[src/rtl/stw_pkg.sv]
// Package: shared layout of the status word.
// Assumes a fixed 16-bit word; positions matter to the decode in the units below.
package stw_pkg;
    localparam int unsigned WORD_W  = 16;
    localparam int unsigned LVL_W   = 3;
    localparam int unsigned LVL_LSB = 12;
    localparam int unsigned BIT_IE  = 6;
    localparam int unsigned BIT_US  = 7;
    localparam int unsigned N_FLAG  = 4;
    // Flag index order: 0 carry, 1 zero, 2 sign, 3 overflow.
    localparam int unsigned FLAG_POS [N_FLAG] = '{0, 2, 3, 5};
    localparam logic [WORD_W-1:0] WRITABLE_MASK = 16'h70FF;

    typedef logic [WORD_W-1:0] word_t;
    typedef logic [N_FLAG-1:0] flagvec_t;
endpackage

[src/rtl/stw_merge.sv]
// Module: builds the candidate next word from a full write and flag updates.
// Assumes flag updates win over the full write; reserved bits are masked later.
module stw_merge
    import stw_pkg::*;
(
    input  word_t    cur_word,
    input  logic     wr_en,
    input  word_t    wr_data,
    input  flagvec_t flag_val,
    input  flagvec_t flag_we,
    output word_t    merged
);
    // Purpose: choose base word, then overlay enabled execution flags.
    always_comb begin
        merged = wr_en ? wr_data : cur_word;
        for (int k = 0; k < int'(N_FLAG); k++) begin
            if (flag_we[k]) merged[FLAG_POS[k]] = flag_val[k];
        end
    end
endmodule

[src/rtl/stw_event_clear.sv]
// Module: forms the clear mask driven by interrupt events.
// Assumes an acknowledge clears enable and stack select; a low software vector clears stack select.
module stw_event_clear
    import stw_pkg::*;
#(
    parameter int unsigned VEC_W         = 6,
    parameter int unsigned SWI_CLR_LIMIT = 32
) (
    input  logic             irq_ack,
    input  logic             swi_valid,
    input  logic [VEC_W-1:0] swi_vector,
    output word_t            clr_mask
);
    localparam logic [VEC_W:0] LIMIT_V = (VEC_W+1)'(SWI_CLR_LIMIT);

    logic swi_low;

    // Purpose: detect a software vector inside the clearing range.
    always_comb swi_low = swi_valid && ({1'b0, swi_vector} < LIMIT_V);

    // Purpose: set the mask bits the events force to zero.
    always_comb begin
        clr_mask         = '0;
        clr_mask[BIT_IE] = irq_ack;
        clr_mask[BIT_US] = irq_ack | swi_low;
    end
endmodule

[src/rtl/stw_irq_gate.sv]
// Module: decides whether a pending maskable request may be taken.
// Assumes a strict greater-than compare against the held level.
module stw_irq_gate
    import stw_pkg::*;
(
    input  logic             irq_pending,
    input  logic [LVL_W-1:0] irq_level,
    input  logic [LVL_W-1:0] cur_level,
    input  logic             ie_bit,
    output logic             accept
);
    // Purpose: combine request, enable and priority compare.
    always_comb accept = irq_pending && ie_bit && (irq_level > cur_level);
endmodule

[src/rtl/stw_status_unit.sv]
// Module: top of the status word; holds the register and wires the units.
// Assumes synchronous active-low reset and a combinational accept output.
module stw_status_unit
    import stw_pkg::*;
#(
    parameter int unsigned VEC_W         = 6,
    parameter int unsigned SWI_CLR_LIMIT = 32
) (
    input  logic                 clk,
    input  logic                 rst_n,
    input  logic                 alu_carry,
    input  logic                 alu_carry_we,
    input  logic                 alu_zero,
    input  logic                 alu_zero_we,
    input  logic                 alu_sign,
    input  logic                 alu_sign_we,
    input  logic                 alu_ovf,
    input  logic                 alu_ovf_we,
    input  logic                 wr_en,
    input  logic [WORD_W-1:0]    wr_data,
    input  logic                 irq_pending,
    input  logic [LVL_W-1:0]     irq_level,
    input  logic                 irq_ack,
    input  logic                 swi_valid,
    input  logic [VEC_W-1:0]     swi_vector,
    output logic [WORD_W-1:0]    status_q,
    output logic                 user_stack_sel,
    output logic                 irq_accept
);
    word_t    word_r;
    word_t    merged;
    word_t    clr_mask;
    word_t    word_nx;
    flagvec_t flag_val;
    flagvec_t flag_we;

    // Purpose: pack execution flags in the package index order.
    always_comb begin
        flag_val = {alu_ovf, alu_sign, alu_zero, alu_carry};
        flag_we  = {alu_ovf_we, alu_sign_we, alu_zero_we, alu_carry_we};
    end

    stw_merge u_merge (
        .cur_word (word_r),
        .wr_en    (wr_en),
        .wr_data  (wr_data),
        .flag_val (flag_val),
        .flag_we  (flag_we),
        .merged   (merged)
    );

    stw_event_clear #(
        .VEC_W         (VEC_W),
        .SWI_CLR_LIMIT (SWI_CLR_LIMIT)
    ) u_clear (
        .irq_ack    (irq_ack),
        .swi_valid  (swi_valid),
        .swi_vector (swi_vector),
        .clr_mask   (clr_mask)
    );

    // Purpose: apply event clears and drop reserved bits.
    always_comb word_nx = merged & ~clr_mask & WRITABLE_MASK;

    // Purpose: hold the status word.
    always_ff @(posedge clk) begin
        if (!rst_n) word_r <= '0;
        else        word_r <= word_nx;
    end

    stw_irq_gate u_gate (
        .irq_pending (irq_pending),
        .irq_level   (irq_level),
        .cur_level   (word_r[LVL_LSB +: LVL_W]),
        .ie_bit      (word_r[BIT_IE]),
        .accept      (irq_accept)
    );

    // Purpose: drive the register value and stack select outputs.
    always_comb begin
        status_q       = word_r;
        user_stack_sel = word_r[BIT_US];
    end
endmodule

[config.mk]
export PLATFORM = sky130hd
export DESIGN_NAME = stw_status_unit
export DESIGN_NICKNAME = d
export VERILOG_FILES = /design/src/rtl/stw_pkg.sv /design/src/rtl/stw_merge.sv /design/src/rtl/stw_event_clear.sv /design/src/rtl/stw_irq_gate.sv /design/src/rtl/stw_status_unit.sv
export SDC_FILE = /design/constraint.sdc
export NUM_CORES = 1
export LEC_CHECK = 0
export CAP_MARGIN = 20
export CORE_AREA = 2 2 39 41
export DETAILED_ROUTE_END_ITERATION = 12
export DIE_AREA = 0 0 41 43
export DONT_BUFFER_PORTS = 1
export GPL_TIMING_DRIVEN = 1
export PLACE_DENSITY_LB_ADDON = 0.2
export SETUP_SLACK_MARGIN = 0.2
export SLEW_MARGIN = 15
export SYNTH_ARGS = -nofsm -noshare
export SYNTH_HDL_FRONTEND = slang
export SYNTH_SLANG_ARGS = --single-unit
[constraint.sdc]
create_clock -name clk -period 2.5 [get_ports clk]
set_input_delay 0.75 -clock clk [delete_from_list [all_inputs] [get_ports clk]]
set_output_delay 0.75 -clock clk [all_outputs]
set_load 0.02 [all_outputs]
==> flow_summary.yaml <==
outcome:
  outcome: "finished clean"
worst_setup_path:
  crit_fanout: 2
  r2r_slack_ps: 1600
  worstSetupEndpointType: "primary output"
  start_kind: "primary input"
  cp.arrival_ps: 1580
  crit_required_ps: 1750
  path_class: "primary input to primary output"
clock_network:
  post_cts_buffers: 0
  h-tree-depth: 1
  clockBufferDepth: 2
  clock-sinks: 11
  clk_pin_slew_worst_paths_ps: 70
  clockRootBuffer: "clkbuf_4"
  tritoncts: "yes"
  insertion_delay_ps: 250
  ctsHoldBuffers: 0
  cts_buffers: 3
place:
  dp_hpwl_um: 771
  dpl_cell_area_um2: 592
  dp_cells: 76
  place_congestion: 0.588
  port_buffers: 0
logic_synthesis:
  syn_area_per_cell_um2: 9.46
  yosys_warnings: 0
  ys_ff_latch: 11
  synth_fa_ha_area_share_pct: 6.40
  synth_top_family_by_area: "multiplexers"
  synth_top_area_cell: "dfxtp_1"
  synth-edff-count: 0
  async_flop_share_pct: 0
  synth_area_um2: 587
  synth-compound-area-share_pct: 9.81
  synthTopCellsByCount: "dfxtp_1, mux2i_1, buf_4, inv_1, nor2b_1"
  yosysSeqAreaShare_pct: 37.5
  synth_top_area_share_pct: 37.5
  synthXorXnorAreaFrac_pct: 0
  synth-simple-area-share_pct: 11.5
  synth_flop_cell: "dfxtp_1"
  syn_inst: 62
  synth_cell_types: 15
  synth.area.top_cells: "dfxtp_1, mux2i_1, buf_4"
  synth_mux_area_share_pct: 18.8
die:
  die_width_um: 41
  io_pins: 57
  start_util_pct: 42.4
  die_h_um: 43
  rows: 14
  die_area_mm2: 0.00176
  coreArea_mm2: 0.00138
job:
  drv_cap: 0
timing:
  period_share_pct: 93.0
  clock.fmax_mhz: 430
  final_hold_viol_count: 0
  slew_viol_final: 0
  period_minus_slack_ps: 2330
  tns_ps: 0
  skew_ps: 0
  setup_violations: 0
  rsz0062_at_grt: "true"
grt:
  grtUsageTotal_pct: 11.1
  antenna_found_initial: 0
  grt_pass1_vias: 363
  grt_max_degree: 12
  globalRoute.totalOverflow: 0
  grt_pass1_wl_um: 1390
detailed_routing:
  avgRoutedWirePerCell_um: 11.8
  first_pass_iters: 2
  ant_nets: 0
  drc: 0
  num_vias: 408
  vias_per_cell: 5.10
  drtIter0Drc: 2
  wirelength_um: 943
pwr:
  p_leak_nw: 0.286
  irDropWorstVdd_mv: 0.293
  p_per_area_mw_per_mm2: 593
worst_hold_path:
  hold_class: "flop to flop"
cells_and_area:
  final_cells: 80
  largest_reg_flops: 11
  antenna_cells: 0
  num-nets-final: 107
  fin_area_um2: 619
  area_growth_pct: 5.54
  drive_gt1_share_pct: 14.1
stage by stage:
stage	worst slack, ps	hold WS (ps)	total power, W	utilization (%)
2_1_floorplan	142	484	0.000261	-
3_3_place_gp	126	612	0.000255	42.8
3_5_place_dp	134	612	0.000257	42.8
4_1_cts	169	612	0.000374	44.7
5_1_grt	72.5	611	0.000387	44.8
6_report	174	582	0.000367	44.8
layout make-up:
| class | instances | area (um^2) |
|---|---|---|
| clock buffer | 4 | 26.3 |
| fill | 140 | 764 |
| inverter | 7 | 26.3 |
| multi-input combinational | 40 | 310 |
| sequential | 11 | 221 |
| tap | 16 | 20.0 |
| timing repair buffer | 2 | 15.0 |
logic make-up (layout without fill, tap and decap cells):
| kind of cell | Yosys count | after routing |
|---|---|---|
| AND/OR/NAND/NOR | 11 | 11 |
| adder cells (fa/ha/maj) | 3 | 3 |
| multiplexers | 11 | 11 |
| AO/OA/AOI/OAI | 10 | 10 |
| buffers and inverters | 15 | 13 |
| other | 1 | 5 |
| flip-flops | 11 | 11 |
final timing paths:
kind                     start      endpoint  cells past startpoint
setup / recovery  irq_level[1]    irq_accept                      5
hold reg to reg   status_q[14]  status_q[14]                      2
setup reg to reg   status_q[7]   status_q[7]                      2
hold / removal    status_q[14]  status_q[14]                      2
critical path: stages:
cell and delay (ps):
ha_4 220, nor2b_1 120, o311ai_1 260, a311oi_2 60, buf_4 160
report_power, final:
part / internal (W) / switching (W)
Combinational: 0.0000227 / 0.0000235
Sequential: 0.000186 / 0.0000196
Clock: 0.0000615 / 0.0000537
Total: 0.000270 / 0.0000968
metal layers:
| layer | wire length [um] | global-route usage [%] | vias up |
|---|---|---|---|
| met5 | 0 | 0 | - |
| met4 | 6 | 6.00 | 0 |
| met3 | 120 | 2.62 | 2 |
| met2 | 459 | 19.1 | 26 |
| met1 | 356 | 11.4 | 179 |
| li1 | - | - | 201 |
cell usage in the layout (no fill, tap or decap), drive strengths merged:
master and instances:
mux2i 11, dfxtp 11, inv 7, nor2b 7
conb 5, o21ai 4, a21oi 4, clkbuf 4
ha 3, nor2 2, buf 2, o311ai 1
a311oi 1, nand2b 1, nor3 1
timing repair:
| item | 4_1_cts | 5_1_grt |
|---|---|---|
| resized for setup | 0 | 1 |
| endpoints found under the setup margin | 1 | 1 |
| pin swaps | 1 | 0 |
Note: power is estimated with default switching activity, not from simulation.
